$ cat config.mk
export PLATFORM = sky130hd
export DESIGN_NAME = halt_disposition
export DESIGN_NICKNAME = d
export VERILOG_FILES = /design/src/rtl/halt_disp_pkg.sv /design/src/rtl/halt_sync.sv /design/src/rtl/halt_decide.sv /design/src/rtl/halt_fsm.sv /design/src/rtl/halt_disposition.sv
export SDC_FILE = /design/constraint.sdc
export NUM_CORES = 1
export LEC_CHECK = 0
export ABC_AREA = 1
export CAP_MARGIN = 15
export CORE_AREA = 2 2 39 41
export CTS_CLUSTER_SIZE = 20
export DETAILED_ROUTE_END_ITERATION = 10
export DIE_AREA = 0 0 41 43
export PLACE_DENSITY_LB_ADDON = 0.05
export SLEW_MARGIN = 40
export SYNTH_ARGS = -nofsm -noshare
export SYNTH_HDL_FRONTEND = slang
export SYNTH_HIERARCHICAL = 1
export SYNTH_SLANG_ARGS = --single-unit
$ cat constraint.sdc
create_clock -name clk_i -period 1.9 [get_ports clk_i]
set_input_delay 0.19 -clock clk_i [delete_from_list [all_inputs] [get_ports clk_i]]
set_output_delay 0.19 -clock clk_i [all_outputs]
set_load 0.01 [all_outputs]
$ cat src/rtl/halt_disp_pkg.sv
package halt_disp_pkg;
  typedef enum logic [2:0] {
    ST_IDLE,
    ST_POLL,
    ST_TRAP,
    ST_CONSOLE,
    ST_POWERUP
  } hd_state_e;

  typedef enum logic [1:0] {
    ACT_WAIT,
    ACT_TRAP,
    ACT_CONSOLE
  } hd_act_e;
endpackage

$ cat src/rtl/halt_sync.sv
module halt_sync #(
  parameter int STAGES = 2
) (
  input  logic clk_i,
  input  logic rst_ni,
  input  logic d_i,
  output logic q_o
);
  logic [STAGES-1:0] chain_q;

  for (genvar i = 0; i < STAGES; i++) begin : g_stage
    if (i == 0) begin : g_first
      always_ff @(posedge clk_i or negedge rst_ni) begin
        if (!rst_ni) chain_q[0] <= 1'b0;
        else         chain_q[0] <= d_i;
      end
    end else begin : g_next
      always_ff @(posedge clk_i or negedge rst_ni) begin
        if (!rst_ni) chain_q[i] <= 1'b0;
        else         chain_q[i] <= chain_q[i-1];
      end
    end
  end

  assign q_o = chain_q[STAGES-1];
endmodule

$ cat src/rtl/halt_decide.sv
module halt_decide
  import halt_disp_pkg::*;
(
  input  logic    user_mode_i,
  input  logic    pwr_ok_i,
  input  logic    trap_strap_i,
  output hd_act_e act_o
);
  always_comb begin
    if (user_mode_i)       act_o = ACT_TRAP;
    else if (!pwr_ok_i)    act_o = ACT_WAIT;
    else if (trap_strap_i) act_o = ACT_TRAP;
    else                   act_o = ACT_CONSOLE;
  end
endmodule

$ cat src/rtl/halt_fsm.sv
module halt_fsm
  import halt_disp_pkg::*;
(
  input  logic    clk_i,
  input  logic    rst_ni,
  input  logic    halt_i,
  input  hd_act_e act_i,
  input  logic    pwr_ok_i,
  output logic    idle_o,
  output logic    trap_o,
  output logic    console_o,
  output logic    powerup_o
);
  hd_state_e state_q, state_d;

  always_comb begin
    state_d = ST_IDLE;
    unique case (state_q)
      ST_IDLE: begin
        if (halt_i) begin
          unique case (act_i)
            ACT_TRAP:    state_d = ST_TRAP;
            ACT_CONSOLE: state_d = ST_CONSOLE;
            default:     state_d = ST_POLL;
          endcase
        end
      end
      ST_POLL: state_d = pwr_ok_i ? ST_POWERUP : ST_POLL;
      default: state_d = ST_IDLE;
    endcase
  end

  always_ff @(posedge clk_i or negedge rst_ni) begin
    if (!rst_ni) state_q <= ST_IDLE;
    else         state_q <= state_d;
  end

  assign idle_o    = (state_q == ST_IDLE);
  assign trap_o    = (state_q == ST_TRAP);
  assign console_o = (state_q == ST_CONSOLE);
  assign powerup_o = (state_q == ST_POWERUP);

  AST_POLL_HOLD: assert property (@(posedge clk_i) disable iff (!rst_ni)
    (state_q == ST_POLL && !pwr_ok_i) |=> (state_q == ST_POLL));
  AST_POLL_EXIT: assert property (@(posedge clk_i) disable iff (!rst_ni)
    (state_q == ST_POLL && pwr_ok_i) |=> powerup_o);
  AST_PULSE_RETURN: assert property (@(posedge clk_i) disable iff (!rst_ni)
    (trap_o || console_o || powerup_o) |=> idle_o);
endmodule

$ cat src/rtl/halt_disposition.sv
module halt_disposition
  import halt_disp_pkg::*;
#(
  parameter int               SYNC_STAGES = 2,
  parameter int               VEC_W       = 8,
  parameter logic [VEC_W-1:0] TRAP_VEC    = 8'o10
) (
  input  logic             clk_i,
  input  logic             rst_ni,
  input  logic             halt_i,
  input  logic             user_mode_i,
  input  logic             pwr_ok_i,
  input  logic             trap_strap_i,
  output logic             trap_o,
  output logic [VEC_W-1:0] trap_vec_o,
  output logic             console_o,
  output logic             powerup_o
);
  logic    pwr_ok_s;
  logic    idle;
  hd_act_e act;

  halt_sync #(.STAGES(SYNC_STAGES)) u_sync (
    .clk_i (clk_i),
    .rst_ni(rst_ni),
    .d_i   (pwr_ok_i),
    .q_o   (pwr_ok_s)
  );

  halt_decide u_decide (
    .user_mode_i (user_mode_i),
    .pwr_ok_i    (pwr_ok_s),
    .trap_strap_i(trap_strap_i),
    .act_o       (act)
  );

  halt_fsm u_fsm (
    .clk_i    (clk_i),
    .rst_ni   (rst_ni),
    .halt_i   (halt_i),
    .act_i    (act),
    .pwr_ok_i (pwr_ok_s),
    .idle_o   (idle),
    .trap_o   (trap_o),
    .console_o(console_o),
    .powerup_o(powerup_o)
  );

  assign trap_vec_o = trap_o ? TRAP_VEC : '0;

  AST_USER_TRAP: assert property (@(posedge clk_i) disable iff (!rst_ni)
    (idle && halt_i && user_mode_i) |=> trap_o);
  AST_KERNEL_CONSOLE: assert property (@(posedge clk_i) disable iff (!rst_ni)
    (idle && halt_i && !user_mode_i && pwr_ok_s && !trap_strap_i) |=> console_o);
  AST_KERNEL_TRAP: assert property (@(posedge clk_i) disable iff (!rst_ni)
    (idle && halt_i && !user_mode_i && pwr_ok_s && trap_strap_i) |=> trap_o);
  AST_SINGLE_PULSE: assert property (@(posedge clk_i) disable iff (!rst_ni)
    (trap_o || console_o || powerup_o) |=> !(trap_o || console_o || powerup_o));
  AST_ONE_ACTION: assert property (@(posedge clk_i) disable iff (!rst_ni)
    $onehot0({trap_o, console_o, powerup_o}));
endmodule

======== After elaboration in Yosys (flattened, before gate mapping) ========
Cells that the tools add are included.
storage, ports and cells
  register bits ........................... 5
  input port bits ......................... 6
  output and inout port bits .............. 11
  logic and storage cells ................. 18
cells by class
  equality and inequality tests ........... 6
  mux-type cells .......................... 8
  reductions and logical operators ........ 1
operators with widths
  kind                                           count
  == test 3 x 2 -> 1 bit, second input constant  2
  2-to-1 mux 2 bit                               3
  2-to-1 mux 3 bit                               2
  case mux 3 bit (2 select lines)                1
  2-to-1 mux 4 bit                               1
  case mux 2 bit (2 select lines)                1
  == test 3 x 1 -> 1 bit, second input constant  1
  == test 3 bit, second input constant           1
  logical NOT 3 bit                              1
  == test 2 x 1 -> 1 bit, second input constant  1
  == test 2 bit, second input constant           1

======== Logic depth before layout (Yosys ltp) ========
Gate-level depths: netlist (run 1).
  depth after elaboration ................. 7
  mapped depth ............................ 8
  mapped depth without buffers ............ 8

======== Hierarchy ========
The synthesis (run 1) kept the hierarchy.
modules (own cells, without submodules)
  module            times used  cells each  area an instance (um^2)
  halt_fsm          1           24          177.7
  halt_disposition  1           9           63.8
  halt_sync         1           2           50.0
  halt_decide       1           5           23.8

======== Least setup slack after synthesis (run 1) ========
OpenSTA, ideal clock, no wires.
  kind .................................... reg2reg
  start point ............................. register u_sync.chain_q[1] (netlist: u_sync/q_o)
  end point ............................... register u_fsm.state_q[1]
  setup time .............................. 0.069 ns
  arrival ................................. 1.114 ns
  data required time ...................... 1.831 ns
  path slack .............................. 0.717 ns
  cell stages (with the launch flop) ...... 7
  path buffers ............................ 0
  cell sequence ........................... dfrtp_1 -> nand2_2 -> nor2_2 -> inv_1 -> ha_1 -> or2_2 -> nor2_2
between the ends
  word-level cells in the longest chain between the ends .. 6
  elaborated cells between the ends (all ways) .. 7
ends and longest elaborated chain
  what                                                     line                    text
  start, declared                                          halt_sync.sv:9          logic [STAGES-1:0] chain_q;
  start signal, assigned by index                          halt_sync.sv:20         else chain_q[i] <= chain_q[i-1];
  2-to-1 mux 2 bit (*)                                     halt_decide.sv:11       else if (!pwr_ok_i) act_o = ACT_WAIT;
  2-to-1 mux 2 bit (*)                                     halt_decide.sv:10       if (user_mode_i) act_o = ACT_TRAP;
  net act[1]                                               halt_disposition.sv:21  hd_act_e act;
  == test 2 bit or == test 2 x 1 -> 1 bit (tied branches)  halt_fsm.sv:21          unique case (act_i)
  case mux 2 bit (2 select lines) (*)                      halt_fsm.sv:21
  2-to-1 mux 3 bit (*)                                     halt_fsm.sv:20          if (halt_i) begin
  case mux 3 bit (2 select lines) (*)                      halt_fsm.sv:18          unique case (state_q)
  net u_fsm.state_d[1]                                     halt_fsm.sv:14          hd_state_e state_q, state_d;
  end signal, assigned                                     halt_fsm.sv:35          else state_q <= state_d;
  end, declared                                            halt_fsm.sv:14
The timed path passes the listed nets; every way through them passes the cells marked *.

======== Worst setup path in the final report (run 1) ========
  start point ............................. register u_fsm.state_q[2]
  end point ............................... output trap_o
between the ends
  word-level cells in the longest chain between the ends .. 1
ends and longest elaborated chain
  what                    line                    text
  == test 3 x 2 -> 1 bit  halt_fsm.sv:39          assign trap_o = (state_q == ST_TRAP);
  end, declared           halt_disposition.sv:14  output logic trap_o,
Every way passes these cells.

==> run summary, run 1 <==
- **RSZ-0062 raised after global routing** false
- **# rows** 14
- **final critical-path required period** 1.66 ns
- **initial antenna violation count** 0
- **setup slack, reg-to-reg** 0.63 ns
- **total power of the final layout** 0.000326 W
- **Critical Path Slowest Stage Cell** sky130_fd_sc_hd__clkdlybuf4s50_1
- **first-pass iteration count of the detailed router** 1
- **total number of clock tree sinks** 5
- **DR iter-0 viols** 0
- **via count** 222
- **number of hold violations in the final report** 0
- **routed wire length on met2** 210 um
- **run status** finished clean
- **Multi-input gate area** 126 um^2
- **required time reported for the critical path endpoint** 1.71 ns
- **All-Layer GR Usage** 6.36%
- **Mapped Avg Cell Area** 7.99 um^2
- **clock edge transition at the registers on the reported setup and hold paths** 0.04 ns
- **Worst IR Drop VDD** 278 uV
- **count of final max-slew check failures** 0
- **initial cell density of the core** 22.5%
- **number of violations of the max-capacitance limit** 0
- **floorplan die area** 0.00176 mm^2
- **reported leakage power** 0.203 nW
- **clock latency of the later-clocked register in the worst-skew pair** 0.23 ns
- **critical-path maximum fanout** 4
- **sum of routed wire length over all layers** 459 um
- **Die W** 41 um
- **mapped cell area** 312 um^2
- **cell at the root of the clock tree** sky130_fd_sc_hd__clkbuf_4
- **PwrDens** 795 mW/mm^2
- **sum of buffers and inverters on the critical path** 1
- **DPL Wire Length** 397 um
- **diode count** 0
- **clock tree from TritonCTS** built
- **worst min-delay path class** in2async
- **capture point of the worst reg-to-reg path** u_fsm/state_q[1]
- **total global routing overflow** 0
- **element type at the critical path start** flop
- **vias per cell** 3.36
- **Area growth, synth to finish** 31.7%
- **Seq. cell area** 125 um^2
- **top layer in use** met3
- **CTS HTree Levels** 1
- **layout cells sized above 1** 20.0%
- **Max Fclk** 603 MHz
- **Num CTS Buffers** 3
- **cells along the critical path** nor3_1 -> clkdlybuf4s50_1
- **placer congestion estimate** 0.705
- **critical path capture point type** output pin
- **global-route wire length before repair** 724 um
- **crit path kind** reg2out
- **Boundary Pins** 17
- **Layout fillers** 156
- **CTS max path bufs** 2
- **routed metal-1 wire length** 207 um
- **remaining design rule violation count** 0
- **Avg WL per Cell** 6.95 um
- **pin count of the biggest net entering global routing** 6
- **Worst R2R Start** u_sync/q_o
- **setup skew after layout** 0.00119 ns
- **summed negative setup slack over all endpoints** 0 ns
- **Post-CTS Resized** 0
- **worst-case setup slack after placement** 0.352 ns
- **final core occ** 29.7%
- **buffers added on ports** 9
- **antenna viol nets, final** 0
- **Cells after Synth** 39
- **final clock period utilization by the worst path** 87.3%
- **postcts setup bufs** 0
- **number of global-route vias before repair** 211
- **fin nets** 58
- **hold_buf cts** 0
- **endpoints failing setup** 0
- **biggest cell delay along the critical path** 0.58 ns
- **kind of cell adding the most delay to the critical path** buffers and inverters
- **area of the placeable core** 0.00138 mm^2
- **total number of yosys warnings** 6
- **Register-to-Register Path Depth** 6
- **Data arrival, critical path** 1.47 ns
- **Final Worst Setup Slack** 0.241 ns
- **die height** 43 um
- **Met3 Routed Length** 41 um
==> where the power goes <==
part           switching (W)  internal, W
Clock              0.0000374    0.0000790
Sequential         0.0000101     0.000118
Combinational      0.0000423    0.0000396
==> state kept, by name (all words and copies together) (netlist names) <==
| signal | count |
|---|---|
| u_sync/q_o | 1 |
| u_fsm/state_q | 3 |
| u_sync/chain_q | 1 |
==> worst reg2reg max path, cell delays in order (launching register included) <==
cell,delay [ns]
sky130_fd_sc_hd__dfrtp_1,0.38
sky130_fd_sc_hd__nand2_2,0.07
sky130_fd_sc_hd__nor2_2,0.07
sky130_fd_sc_hd__inv_1,0.04
sky130_fd_sc_hd__ha_1,0.25
sky130_fd_sc_hd__or2_2,0.30
sky130_fd_sc_hd__nor2_2,0.09
==> worst max-delay path by stage <==
stage / startpoint / end / slack, ns / cells after the start
global route: u_fsm/state_q[0] / trap_vec_o[3] / 0.14 / 2
detailed placement: user_mode_i / u_fsm/state_q[1] / 0.35 / 8
floorplan: u_sync/q_o / u_fsm/state_q[1] / 0.72 / 6
global placement: user_mode_i / u_fsm/state_q[1] / 0.34 / 8
CTS: u_fsm/state_q[2] / trap_o / 0.21 / 2
finish: u_fsm/state_q[2] / trap_o / 0.24 / 2
==> per-stage QoR <==
| step | area (um^2) | hold WS, ns | instances |
|---|---|---|---|
| floorplan | 334 | -0.106 | 45 |
| global placement | 384 | 0.337 | 62 |
| detailed placement | 384 | 0.348 | 62 |
| CTS | 410 | 0.164 | 66 |
| global route | 410 | 0.171 | 66 |
| finish | 410 | 0.168 | 66 |
==> cells in the final DEF, fill, tap and decap left out <==
master and n:
sky130_fd_sc_hd__clkdlybuf4s50_1 9, sky130_fd_sc_hd__conb_1 7, sky130_fd_sc_hd__nand2_1 5, sky130_fd_sc_hd__inv_1 5
sky130_fd_sc_hd__dfrtp_1 5, sky130_fd_sc_hd__clkbuf_4 3, sky130_fd_sc_hd__nor2_2 3, sky130_fd_sc_hd__nor2_1 3
sky130_fd_sc_hd__nand2_2 2, sky130_fd_sc_hd__nand3_1 2, sky130_fd_sc_hd__nor3_1 2, sky130_fd_sc_hd__clkbuf_1 1
sky130_fd_sc_hd__inv_2 1, sky130_fd_sc_hd__or2_2 1, sky130_fd_sc_hd__ha_1 1
==> metal layers <==
| layer | vias to the layer above | GRT usage [%] |
|---|---|---|
| met5 | - | 0 |
| met2 | 10 | 8.44 |
| met4 | 0 | 8.00 |
| met3 | 0 | 0 |
| li1 | 122 | - |
| met1 | 90 | 7.84 |
==> layout make-up <==
type | instances | area share (%)
timing repair buffer | 9 | 22.0
sequential | 5 | 30.5
inverter | 6 | 5.49
multi-input combinational | 26 | 30.8
tap | 16 | 4.88
clock buffer | 4 | 6.40
(Power assumes the default switching activity.)
==> run 2: changes to the inputs <==
Settings changed: GPL_TIMING_DRIVEN set to 0.
==> run 2 against run 1 <==
Net effect: clock skew grew 0.0011 ns; cell count grew 12%; global-route usage grew 0.71 points; critical path type unchanged; critical endpoint is now trap_vec_o[3]; largest cell class is now buffers; largest power group unchanged.
==> run summary, run 2 (same netlist as run 1, synthesis figures left out) <==
- **run status** finished clean
- **final critical-path required period** 1.75 ns
- **Largest register FFs** 3
- **global-route wire length before repair** 772 um
- **DPL Wire Length** 427 um
- **remaining design rule violation count** 0
- **cells along the critical path** nor3_1 -> buf_4 -> clkdlybuf4s50_1
- **clock edge transition at the registers on the reported setup and hold paths** 0.04 ns
- **RSZ-0062 raised after global routing** false
- **Register-to-Register Path Depth** 6
- **pin count of the biggest net entering global routing** 6
- **Worst IR Drop VDD** 273 uV
- **summed negative setup slack over all endpoints** 0 ns
- **biggest cell delay along the critical path** 0.52 ns
- **area of the placeable core** 0.00138 mm^2
- **Cells after DPL** 70
- **Max Fclk** 573 MHz
- **Critical Path Slowest Stage Cell** sky130_fd_sc_hd__clkdlybuf4s50_1
- **critical path capture point type** output pin
- **layout cells sized above 1** 31.0%
- **number of hold violations in the final report** 0
- **All-Layer GR Usage** 7.06%
- **Area growth, synth to finish** 51.0%
- **CTS HTree Levels** 1
- **Data arrival, critical path** 1.56 ns
- **reported leakage power** 0.247 nW
- **initial cell density of the core** 22.5%
- **placer congestion estimate** 0.759
- **clock tree from TritonCTS** built
- **required time reported for the critical path endpoint** 1.71 ns
- **Avg WL per Cell** 6.81 um
- **leading cell type in the layout, fill and taps excluded** sky130_fd_sc_hd__clkdlybuf4s50_1
- **setup skew after layout** 0.00225 ns
- **CTS max path bufs** 2
- **# rows** 14
- **Seq. cell area** 125 um^2
- **total global routing overflow** 0
- **Worst R2R Start** u_sync/q_o
- **placed inst area** 444 um^2
- **Post-CTS Resized** 0
- **worst-case setup slack after placement** 0.350 ns
- **floorplan die area** 0.00176 mm^2
- **Top reg by flops** u_fsm/state_q
- **initial antenna violation count** 0
- **post-route design area** 470 um^2
- **Num CTS Buffers** 3
- **Multi-input gate area** 126 um^2
- **vias per cell** 3.27
- **worst min-delay path class** in2async
- **Boundary Pins** 17
- **capture point of the worst reg-to-reg path** u_fsm/state_q[1]
- **total number of clock tree sinks** 5
- **PwrDens** 733 mW/mm^2
- **setup slack, reg-to-reg** 0.63 ns
- **DR iter-0 viols** 1
- **number of violations of the max-capacitance limit** 0
- **buffers added on ports** 9
- **Die W** 41 um
- **via count** 242
- **sum of routed wire length over all layers** 504 um
- **critical-path maximum fanout** 4
- **number of global-route vias before repair** 205
- **fin nets** 66
- **endpoints failing setup** 0
- **cell at the root of the clock tree** sky130_fd_sc_hd__clkbuf_4
- **die height** 43 um
- **commonest cells after routing, fill and taps aside** sky130_fd_sc_hd__clkdlybuf4s50_1, sky130_fd_sc_hd__buf_4, sky130_fd_sc_hd__conb_1
- **first-pass iteration count of the detailed router** 4
- **final clock period utilization by the worst path** 91.9%
- **crit path kind** reg2out
- **clock latency of the later-clocked register in the worst-skew pair** 0.24 ns
- **postcts setup bufs** 0
- **antenna viol nets, final** 0
- **Layout fillers** 152
- **count of non-filler cells in the finished layout** 74
- **element type at the critical path start** flop
- **count of final max-slew check failures** 0
- **hold_buf cts** 0
- **diode count** 0
- **Final Worst Setup Slack** 0.153 ns
[run 2: cell types whose count changed in the layout (fill, tap and decap cells not counted), sizes merged]
cell	delta
buf	+8
[run 2: critical path, delay by kind of cell (launching register included)]
family | cells | cell delay [ns]
buffers and inverters | 2 | 0.67
DFF | 1 | 0.40
and+or+nand+nor | 1 | 0.25
[run 2: power breakdown]
group          leakage [nW]  switching [W]  internal, W
clock                0.0150      0.0000402    0.0000792
combinational         0.169      0.0000446    0.0000524
sequential           0.0633      0.0000104     0.000118
total                 0.247      0.0000953     0.000250
[run 2: through the flow]
stage / total power [W] / hold WS, ns / utilization [%]
floorplan: 0.000190 / -0.106 / -
detailed placement: 0.000228 / 0.347 / 32.1
CTS: 0.000353 / 0.166 / 34.0
finish: 0.000345 / 0.167 / 34.0
global route: 0.000383 / 0.153 / 34.0
global placement: 0.000228 / 0.337 / 32.1
[run 2: layer usage]
metal	wire (um)	vias up	GRT usage (%)
met2	253	10	9.38
met5	0	-	0
met3	41	0	3.14
met1	209	95	7.19
li1	-	137	-
met4	0	0	8.00
[run 2: worst max-delay path by stage]
stage	startpoint	end	slack [ns]	cells past startpoint
after detailed placement	user_mode_i	u_fsm/state_q[1]	0.35	8
final	u_fsm/state_q[2]	trap_vec_o[3]	0.15	3
after global placement	user_mode_i	u_fsm/state_q[1]	0.35	8
after global routing	u_fsm/state_q[2]	trap_vec_o[3]	0.02	3
after floorplan	u_sync/q_o	u_fsm/state_q[1]	0.72	6
after CTS	u_fsm/state_q[2]	trap_vec_o[3]	0.12	3
[run 2: area by class of cell]
class,instances,share of cell area [%]
buffer,8,12.8
timing repair buffer,9,19.1
multi-input combinational,26,26.9
sequential,5,26.6
tap,16,4.26
clock buffer,4,5.59
inverter,6,4.79
